`src/rtl/crc4_mf_align_pkg.sv`:
```
package crc4_mf_align_pkg;

  typedef enum logic [1:0] {
    ST_DF_LOST  = 2'd0,
    ST_HUNT     = 2'd1,
    ST_CONFIRM  = 2'd2,
    ST_ALIGNED  = 2'd3
  } mfa_state_t;

  // Next value of a modulo-period phase counter.
  function automatic int unsigned wrap_inc(int unsigned v, int unsigned period);
    return (v + 1 >= period) ? 0 : v + 1;
  endfunction

  // True when the next tick lands on a whole multiframe boundary.
  function automatic logic on_boundary(int unsigned v, int unsigned period);
    return wrap_inc(v, period) == 0;
  endfunction

endpackage

```
`src/rtl/crc4_mf_win_timer.sv`:
```
module crc4_mf_win_timer #(
  parameter int unsigned WIN_FRAMES   = 64,
  parameter int unsigned REWIN_FRAMES = 48,
  localparam int unsigned TMR_W = $clog2(WIN_FRAMES + 1)
) (
  input  logic             clk,
  input  logic             rst_n,
  input  logic             clr_i,
  input  logic             load_full_i,
  input  logic             load_short_i,
  input  logic             tick_i,
  output logic [TMR_W-1:0] cnt_o,
  output logic             last_o
);

  logic [TMR_W-1:0] cnt_q;

  always_ff @(posedge clk or negedge rst_n) begin
    if (!rst_n) begin
      cnt_q <= '0;
    end else if (clr_i) begin
      cnt_q <= '0;
    end else if (load_full_i) begin
      cnt_q <= TMR_W'(WIN_FRAMES);
    end else if (load_short_i) begin
      cnt_q <= TMR_W'(REWIN_FRAMES);
    end else if (tick_i && cnt_q != '0) begin
      cnt_q <= cnt_q - 1'b1;
    end
  end

  assign cnt_o  = cnt_q;
  assign last_o = (cnt_q == TMR_W'(1));

endmodule

```
`src/rtl/crc4_mf_spacing.sv`:
```
module crc4_mf_spacing
  import crc4_mf_align_pkg::*;
#(
  parameter int unsigned FRAMES_PER_MF = 16,
  localparam int unsigned PH_W = $clog2(FRAMES_PER_MF)
) (
  input  logic clk,
  input  logic rst_n,
  input  logic anchor_i,
  input  logic tick_i,
  output logic aligned_o
);

  logic [PH_W-1:0] phase_q;

  always_ff @(posedge clk or negedge rst_n) begin
    if (!rst_n) begin
      phase_q <= '0;
    end else if (anchor_i) begin
      phase_q <= '0;
    end else if (tick_i) begin
      phase_q <= PH_W'(wrap_inc(32'(phase_q), FRAMES_PER_MF));
    end
  end

  // The tick under evaluation completes a whole number of multiframes.
  assign aligned_o = on_boundary(32'(phase_q), FRAMES_PER_MF);

endmodule

```
`src/rtl/crc4_mf_seq_fsm.sv`:
```
module crc4_mf_seq_fsm
  import crc4_mf_align_pkg::*;
(
  input  logic       clk,
  input  logic       rst_n,
  input  logic       frame_tick,
  input  logic       mf_pat_hit,
  input  logic       df_sync,
  input  logic       auto_resync_en,
  input  logic       timer_last,
  input  logic       spacing_ok,
  output mfa_state_t state_o,
  output logic       tmr_clr,
  output logic       tmr_full,
  output logic       tmr_short,
  output logic       tmr_tick,
  output logic       sp_anchor,
  output logic       sp_tick,
  output logic       evt_expire,
  output logic       evt_good_pair,
  output logic       win_irq_o,
  output logic       resync_o,
  output logic       regain_o
);

  mfa_state_t state_q, state_d;
  logic       hit;
  logic       win_q, resync_q, regain_q;

  assign hit = frame_tick & mf_pat_hit;

  always_comb begin
    state_d       = state_q;
    tmr_clr       = 1'b0;
    tmr_full      = 1'b0;
    tmr_short     = 1'b0;
    tmr_tick      = 1'b0;
    sp_anchor     = 1'b0;
    sp_tick       = 1'b0;
    evt_expire    = 1'b0;
    evt_good_pair = 1'b0;
    if (!df_sync) begin
      state_d = ST_DF_LOST;
      tmr_clr = 1'b1;
    end else begin
      unique case (state_q)
        ST_DF_LOST: begin
          state_d  = ST_HUNT;
          tmr_full = 1'b1;
        end
        ST_HUNT: begin
          if (frame_tick) begin
            if (hit) begin
              state_d   = ST_CONFIRM;
              tmr_short = 1'b1;
              sp_anchor = 1'b1;
            end else if (timer_last) begin
              evt_expire = 1'b1;
              tmr_full   = 1'b1;
            end else begin
              tmr_tick = 1'b1;
            end
          end
        end
        ST_CONFIRM: begin
          if (frame_tick) begin
            sp_tick = 1'b1;
            if (hit && spacing_ok) begin
              state_d       = ST_ALIGNED;
              evt_good_pair = 1'b1;
              tmr_clr       = 1'b1;
            end else if (hit) begin
              sp_anchor = 1'b1;
              tmr_short = 1'b1;
            end else if (timer_last) begin
              evt_expire = 1'b1;
              state_d    = ST_HUNT;
              tmr_full   = 1'b1;
            end else begin
              tmr_tick = 1'b1;
            end
          end
        end
        default: begin
          tmr_clr = 1'b1;
        end
      endcase
    end
  end

  always_ff @(posedge clk or negedge rst_n) begin
    if (!rst_n) begin
      state_q  <= ST_DF_LOST;
      win_q    <= 1'b0;
      resync_q <= 1'b0;
      regain_q <= 1'b0;
    end else begin
      state_q  <= state_d;
      win_q    <= evt_expire;
      resync_q <= evt_expire & auto_resync_en;
      regain_q <= evt_good_pair;
    end
  end

  assign state_o   = state_q;
  assign win_irq_o = win_q;
  assign resync_o  = resync_q;
  assign regain_o  = regain_q;

endmodule

```
`src/rtl/crc4_mf_align.sv`:
```
module crc4_mf_align
  import crc4_mf_align_pkg::*;
#(
  parameter int unsigned FRAMES_PER_MF = 16,
  parameter int unsigned WIN_FRAMES    = 64,
  parameter int unsigned REWIN_FRAMES  = 48
) (
  input  logic clk,
  input  logic rst_n,
  input  logic frame_tick,
  input  logic mf_pat_hit,
  input  logic df_sync,
  input  logic auto_resync_en,
  input  logic ais_en,
  output logic mf_lost,
  output logic mf_regain_irq,
  output logic window_irq,
  output logic crc_check_en,
  output logic resync_req,
  output logic ais_req
);

  localparam int unsigned TMR_W = $clog2(WIN_FRAMES + 1);

  mfa_state_t       state;
  logic             tmr_clr, tmr_full, tmr_short, tmr_tick, tmr_last;
  logic             sp_anchor, sp_tick, sp_ok;
  logic             evt_expire, evt_good_pair;
  logic [TMR_W-1:0] timer_cnt;

  crc4_mf_win_timer #(
    .WIN_FRAMES  (WIN_FRAMES),
    .REWIN_FRAMES(REWIN_FRAMES)
  ) u_timer (
    .clk         (clk),
    .rst_n       (rst_n),
    .clr_i       (tmr_clr),
    .load_full_i (tmr_full),
    .load_short_i(tmr_short),
    .tick_i      (tmr_tick),
    .cnt_o       (timer_cnt),
    .last_o      (tmr_last)
  );

  crc4_mf_spacing #(
    .FRAMES_PER_MF(FRAMES_PER_MF)
  ) u_spacing (
    .clk      (clk),
    .rst_n    (rst_n),
    .anchor_i (sp_anchor),
    .tick_i   (sp_tick),
    .aligned_o(sp_ok)
  );

  crc4_mf_seq_fsm u_fsm (
    .clk           (clk),
    .rst_n         (rst_n),
    .frame_tick    (frame_tick),
    .mf_pat_hit    (mf_pat_hit),
    .df_sync       (df_sync),
    .auto_resync_en(auto_resync_en),
    .timer_last    (tmr_last),
    .spacing_ok    (sp_ok),
    .state_o       (state),
    .tmr_clr       (tmr_clr),
    .tmr_full      (tmr_full),
    .tmr_short     (tmr_short),
    .tmr_tick      (tmr_tick),
    .sp_anchor     (sp_anchor),
    .sp_tick       (sp_tick),
    .evt_expire    (evt_expire),
    .evt_good_pair (evt_good_pair),
    .win_irq_o     (window_irq),
    .resync_o      (resync_req),
    .regain_o      (mf_regain_irq)
  );

  assign mf_lost      = (state != ST_ALIGNED);
  assign crc_check_en = (state == ST_CONFIRM) || (state == ST_ALIGNED);
  assign ais_req      = ais_en && (state == ST_DF_LOST);

endmodule

```
`config.mk`:
```
export PLATFORM = sky130hd
export DESIGN_NAME = crc4_mf_align
export DESIGN_NICKNAME = d
export VERILOG_FILES = /design/src/rtl/crc4_mf_align_pkg.sv /design/src/rtl/crc4_mf_win_timer.sv /design/src/rtl/crc4_mf_spacing.sv /design/src/rtl/crc4_mf_seq_fsm.sv /design/src/rtl/crc4_mf_align.sv
export SDC_FILE = /design/constraint.sdc
export NUM_CORES = 1
export LEC_CHECK = 0
export ABC_AREA = 1
export BUFFER_PORTS_ARGS = -buffer_cell sky130_fd_sc_hd__buf_2
export CORE_MARGIN = 8
export CORE_UTILIZATION = 25
export CTS_CLUSTER_DIAMETER = 100
export DETAILED_ROUTE_END_ITERATION = 8
export GPL_ROUTABILITY_DRIVEN = 0
export GPL_TIMING_DRIVEN = 0
export PLACE_DENSITY = 0.39
export SLEW_MARGIN = 30
export SYNTH_ARGS = -nofsm -noshare
export SYNTH_HDL_FRONTEND = slang
export SYNTH_HIERARCHICAL = 1
export SYNTH_SLANG_ARGS = --single-unit
```
`constraint.sdc`:
```
create_clock -name clk -period 3.8 [get_ports clk]
set_input_delay 0.19 -clock clk [delete_from_list [all_inputs] [get_ports clk]]
set_output_delay 0.19 -clock clk [all_outputs]
set_load 0.05 [all_outputs]
```
### After elaboration in Yosys (flattened, before gate mapping)

Cells that the tools add are included.

| storage, ports and cells | value |
|---|---|
| input port bits | 7 |
| bits in registers | 16 |

| operators by class | value |
|---|---|
| magnitude comparators | 1 |
| equality and inequality tests | 11 |
| bitwise gates (word level) | 2 |
| add/sub/neg operators | 2 |
| reductions and logical operators | 11 |
| multiplexer cells | 46 |

Operators by type and width:

| kind | count |
|---|---|
| >= comparator 32 x 5 -> 1 bit, second input constant | 1 |
| zero test 32 bit | 1 |
| two-way mux 32 bit | 1 |
| two-way mux 7 bit | 4 |
| two-way mux 1 bit | 26 |
| two-way mux 2 bit | 7 |
| two-way mux 4 bit | 2 |
| one-hot mux 1 bit (2 select lines) | 4 |
| == test 7 x 1 -> 1 bit, second input constant | 1 |
| nonzero test 7 bit | 1 |
| subtractor 7 x 1 -> 7 bit, second input constant | 1 |
| inequality test 3 bit, second input constant | 2 |
| one-hot mux 2 bit (3 select lines) | 1 |
| AND reduction 6 bit | 1 |
| adder 4 x 1 -> 5 bit, second input constant | 1 |
| == test 2 bit, second input constant | 2 |
| inequality test 4 x 1 -> 1 bit, second input constant | 1 |
| inequality test 4 x 3 -> 1 bit, second input constant | 1 |
| inequality test 4 bit, second input constant | 1 |
| nonzero test 4 bit | 1 |
| logical AND 1 bit | 3 |
| inequality test 3 x 2 -> 1 bit, second input constant | 1 |
| one-hot mux 1 bit (3 select lines) | 1 |
| bitwise AND 1 bit | 2 |
| 6 further kinds | 6 |

### Logic depth before layout (Yosys ltp)

| logic depth | value |
|---|---|
| depth after elaboration | 14 |
| mapped depth | 12 |
| gate-level depth less buffers | 12 |

### Modules after synthesis

Netlist, hierarchy kept.

By module, submodules not included:

| module | area an instance (sq um) | instances | cells an instance |
|---|---|---|---|
| crc4_mf_win_timer | 528.0 | 1 | 71 |
| crc4_mf_seq_fsm | 397.9 | 1 | 52 |
| crc4_mf_spacing | 220.2 | 1 | 29 |
| crc4_mf_align | 21.3 | 1 | 5 |

### Worst setup path before layout

No wires, ideal clock.

| path | value |
|---|---|
| path kind | register to register |
| start point | register u_fsm.state_q[1], in the netlist u_fsm/state_o[1] |
| end point | register u_timer.cnt_q[3], in the netlist u_timer/cnt_o[3] |
| data required time | 3.682 ns |
| path buffers | 0 |
| period minus slack after synthesis | 1.898 ns |
| cell stages (with the launch flop) | 11 |
| slack | 1.902 ns |
| arrival | 1.780 ns |
| path through | dfrtp_1 > inv_1 > ha_1 > o211ai_1 > nand2_1 > nand2_1 > nor2_2 > nor3_4 > nand2_4 > nand3b_1 > nand2_1 |

| between the ends | value |
|---|---|
| elaborated cells between the ends (all ways) | 17 |
| classes of those cells | 2 x eq/ne; 11 x mux; 4 x reduce/logical |

RTL lines:

| element | line | text |
|---|---|---|
| from (decl) | crc4_mf_seq_fsm.sv:26 | `mfa_state_t state_q, state_d;` |
| from (signal assigned) | crc4_mf_seq_fsm.sv:98 | `state_q <= state_d;` |
| == test 2 bit (tied with other cells) | crc4_mf_seq_fsm.sv:46 | `unique case (state_q)` |
| one-hot mux 1 bit (3 select lines) (*) | crc4_mf_seq_fsm.sv:46 |  |
| two-way mux 1 bit (*) | crc4_mf_seq_fsm.sv:42 | `if (!df_sync) begin` |
| named net tmr_full | crc4_mf_align.sv:26 | `logic tmr_clr, tmr_full, tmr_short, tmr_tick, tmr_last;` |
| two-way mux 7 bit | crc4_mf_win_timer.sv:23 | `end else if (load_full_i) begin` |
| two-way mux 7 bit | crc4_mf_win_timer.sv:21 | `end else if (clr_i) begin` |
| to (signal assigned) | crc4_mf_win_timer.sv:24 | `cnt_q <= TMR_W'(WIN_FRAMES);` |
| to (signal assigned) | crc4_mf_win_timer.sv:26 | `cnt_q <= TMR_W'(REWIN_FRAMES);` |
| to (signal assigned) | crc4_mf_win_timer.sv:28 | `cnt_q <= cnt_q - 1'b1;` |
| to (decl) | crc4_mf_win_timer.sv:16 | `logic [TMR_W-1:0] cnt_q;` |

The timed path passes the listed nets; every way through them passes the cells marked *.
A chain may end at the register's enable or synchronous reset.

### Worst setup path in the final report

| path | value |
|---|---|
| start point | register u_fsm.state_q[1], in the netlist u_fsm/state_o[1] |
| end point | register u_timer.cnt_q[4], in the netlist u_timer/cnt_o[4] |

| between the ends | value |
|---|---|
| elaborated cells between the ends (all ways) | 17 |
| classes of those cells | 2 x eq/ne; 11 x mux; 4 x reduce/logical |

RTL lines:

| element | line | text |
|---|---|---|
| == test 2 bit / == test 2 x 1 -> 1 bit (equally long branches) | crc4_mf_seq_fsm.sv:46 |  |
| one-hot mux 1 bit (2 select lines) (*) | crc4_mf_seq_fsm.sv:46 |  |
| two-way mux 1 bit (*) | crc4_mf_seq_fsm.sv:42 |  |
| named net tmr_tick | crc4_mf_align.sv:26 |  |
| logical AND 1 bit (*) | crc4_mf_win_timer.sv:27 | `end else if (tick_i && cnt_q != '0) begin` |
| nonzero test 4 bit (no source line) (*) | n/a |  |

Marks and branches as above.

==> flow_metrics.tcl <==
set metrics [dict create \
    slew_headroom_pct 46.61 \
    arrival_ns 2.39 \
    crit_family "simple AND/OR/NAND/NOR gates" \
    dr.pass1.iters 4 \
    setup_tns_ns 0 \
    finalWorstSetupSlack_ns 1.595 \
    io_pins 13 \
    rr_endpoint "u_timer/cnt_o[4]" \
    reg2reg_slack_ns 1.59 \
    final_area_um2 1346 \
    powerDensity_nw_per_um2 608.1 \
    crit_buf_inv 1 \
    clock_latency_ns 0.25 \
    grt_max_degree 17 \
    syn_inst 157 \
    crit_top_cell "nand2_4" \
    rr_worst_depth 8 \
    critical_path.startpoint "u_fsm/state_o[1]" \
    power_mw 0.8186 \
    ys_seq_elements 16 \
    required_ns 3.98 \
    hold_depth 2 \
    placed_area_um2 1295 \
    start_util_pct 25.39 \
    syn_area_per_cell_um2 7.435 \
    netlist_area_um2 1167 \
    grt_remaining_overflow 0 \
    antenna_found_initial 0 \
    wire_per_inst_um 11.70 \
    postCtsResizedCells 0 \
    syn2layout_area_growth_pct 15.33 \
    yosysTopAreaCellShare_pct 34.30 \
    postCtsHoldBufs 1 \
    cp_slowest_cell "nor4_1" \
    synthTopCellsByArea "dfrtp_1, nand2_1, ha_1" \
    grt_pass1_wl_um 4623 \
    cts_inserted_buffers 3 \
    numPlacedInstances 223 \
    yosysUniqueCellTypes 30 \
    crit_path_max_incr_delay_ns 0.64 \
    whs_ns 0.2128 \
    path_clk_slew_ns 0.07 \
    fp.dieH_um 84.34 \
    place_ws_ns 1.581 \
    diodes 0 \
    syn_nets 172 \
    vdd_drop_max_uv 195.2 \
    final_max_slew_viol_count 0 \
    critPathKind "flop to flop" \
    post-route-period-util_pct 58.04 \
    finalHoldViolCount 0 \
    drive_gt1_share_pct 21.97 \
    die_w_um 84.34 \
    outcome "complete, no violations" \
    synth_top_area_cell "dfrtp_1" \
    finalSetupViolations 0 \
    wl_um 2656 \
    skew_ns 0.005183 \
    cp-end-kind "flop" \
    rsz0062_at_grt "no" \
    antenna_left 0 \
    htree_levels 1 \
    fmax_ghz 0.4534 \
    min_to "u_fsm/resync_o" \
    cts_setup_buffers 0 \
    worst_slew_pin_slew_ns 0.7936 \
    grt_pass1_vias 1022 \
    hp-class "input port to flop" \
    fin_util_pct 29.28 \
    grt_use_total_pct 7.774 \
    critPathLaunchType "flop" \
    post-route-drc-count 0 \
    rows 25 \
    cts_root_buffer "clkbuf_8" \
    drt_iter0_drc 27 \
    final_cells 227 \
    vias 1056 \
    cts_tree "built" \
    finalCriticalPeriod_ns 2.205 \
    die_area_um2 7112 \
    clockBufferDepth 2 \
    critical_path_peak_fanout 8 \
    hp-start "auto_resync_en" \
    crit_chain "inv_1, ha_1, nand2_1, nor4_1, nand2_4, nand2_4, nand3_1, o21ai_1" \
    hpwl_um 2082 \
    cap_viol_max_count 0 \
    vias_per_cell 4.652 \
    seq_area_frac_synth_pct 34.30 \
    portBuffers 12 \
    core-area_um2 4598 \
    layout.nets 190 \
    rr_startpoint "u_fsm/state_o[1]" \
    total_leakage_power_nw 0.6700 \
    yosysWarnings 6 \
    tritoncts_num_sinks 16 \
]
power breakdown:
part	leakage [nW]	switching, mW	internal (mW)
Sequential	0.215	0.0555	0.216
Clock	0.0216	0.0581	0.0703
Combinational	0.433	0.268	0.151
worst reg2reg max path: stages, from the launching register on:
cell     delay, ns
dfrtp_1       0.49
inv_1         0.10
ha_1          0.29
nand2_1       0.16
nor4_1        0.65
nand2_4       0.16
nand2_4       0.14
nand3_1       0.07
o21ai_1       0.07
area by class of cell:
class                           count  area (µm²)
Buffer                              2       11.26
Clock buffer                        3       41.29
Fill cell                         493        3252
Inverter                           20       75.07
Multi-Input combinational cell    119       680.7
Sequential cell                    16       400.4
Tap cell                           54       67.56
Timing Repair Buffer               13       70.07
layout by cell type, fill, tap and decap left out, types with 2 or more instances in the layout:
master	instances
clkbuf_8	3
nand4_1	2
a21oi_1	4
inv_1	16
nor2_1	19
ha_1	8
nand3_1	17
dfrtp_1	16
nand2_4	3
o21ai_1	3
nand3_2	2
nor2_2	5
nand2_2	3
o21ai_0	6
nand2_1	34
inv_2	4
buf_2	12
flip-flops by register name, indices dropped and copies added (netlist names):
| register | cells |
|---|---|
| u_spacing/phase_q | 4 |
| u_fsm/win_irq_o | 1 |
| u_fsm/regain_o | 1 |
| u_fsm/resync_o | 1 |
| u_timer/cnt_o | 7 |
| u_fsm/state_o | 2 |
Yosys cell counts (all sizes together):
cell type	number
nor3	2
nand3b	1
nor2	25
or2	1
o211ai	1
a21oi	5
ha	8
a211oi	1
buf	1
nand4	2
nand2	40
inv	20
o22ai	1
o21ai	9
clkbuf	1
nor4	1
nor3b	2
dfrtp	16
and3	1
nand3	19
worst max-delay path by stage:
stage,endpoint,depth (start not counted)
after floorplan,u_timer/cnt_o[3],10
after global placement,u_timer/cnt_o[5],10
after detailed placement,u_timer/cnt_o[5],10
after CTS,u_timer/cnt_o[5],10
after global routing,u_timer/cnt_o[5],10
final,u_timer/cnt_o[4],8
layer usage:
metal,part of all wire (%),up-vias,global-route usage (%)
li1,-,540,-
met1,52,495,10.21
met2,44,19,12.19
met3,2.9,2,1.936
met4,1.3,0,2.315
met5,0,-,0
cell families after synthesis:
| kind of cell | share of synthesized area, % |
|---|---|
| AND/OR/NAND/NOR | 41.05 |
| buffers and inverters | 7.395 |
| AO/OA/AOI/OAI | 8.682 |
| flip-flops | 34.30 |
| adder cells (fa/ha/maj) | 8.575 |
Power figures use the tool's default switching activity.
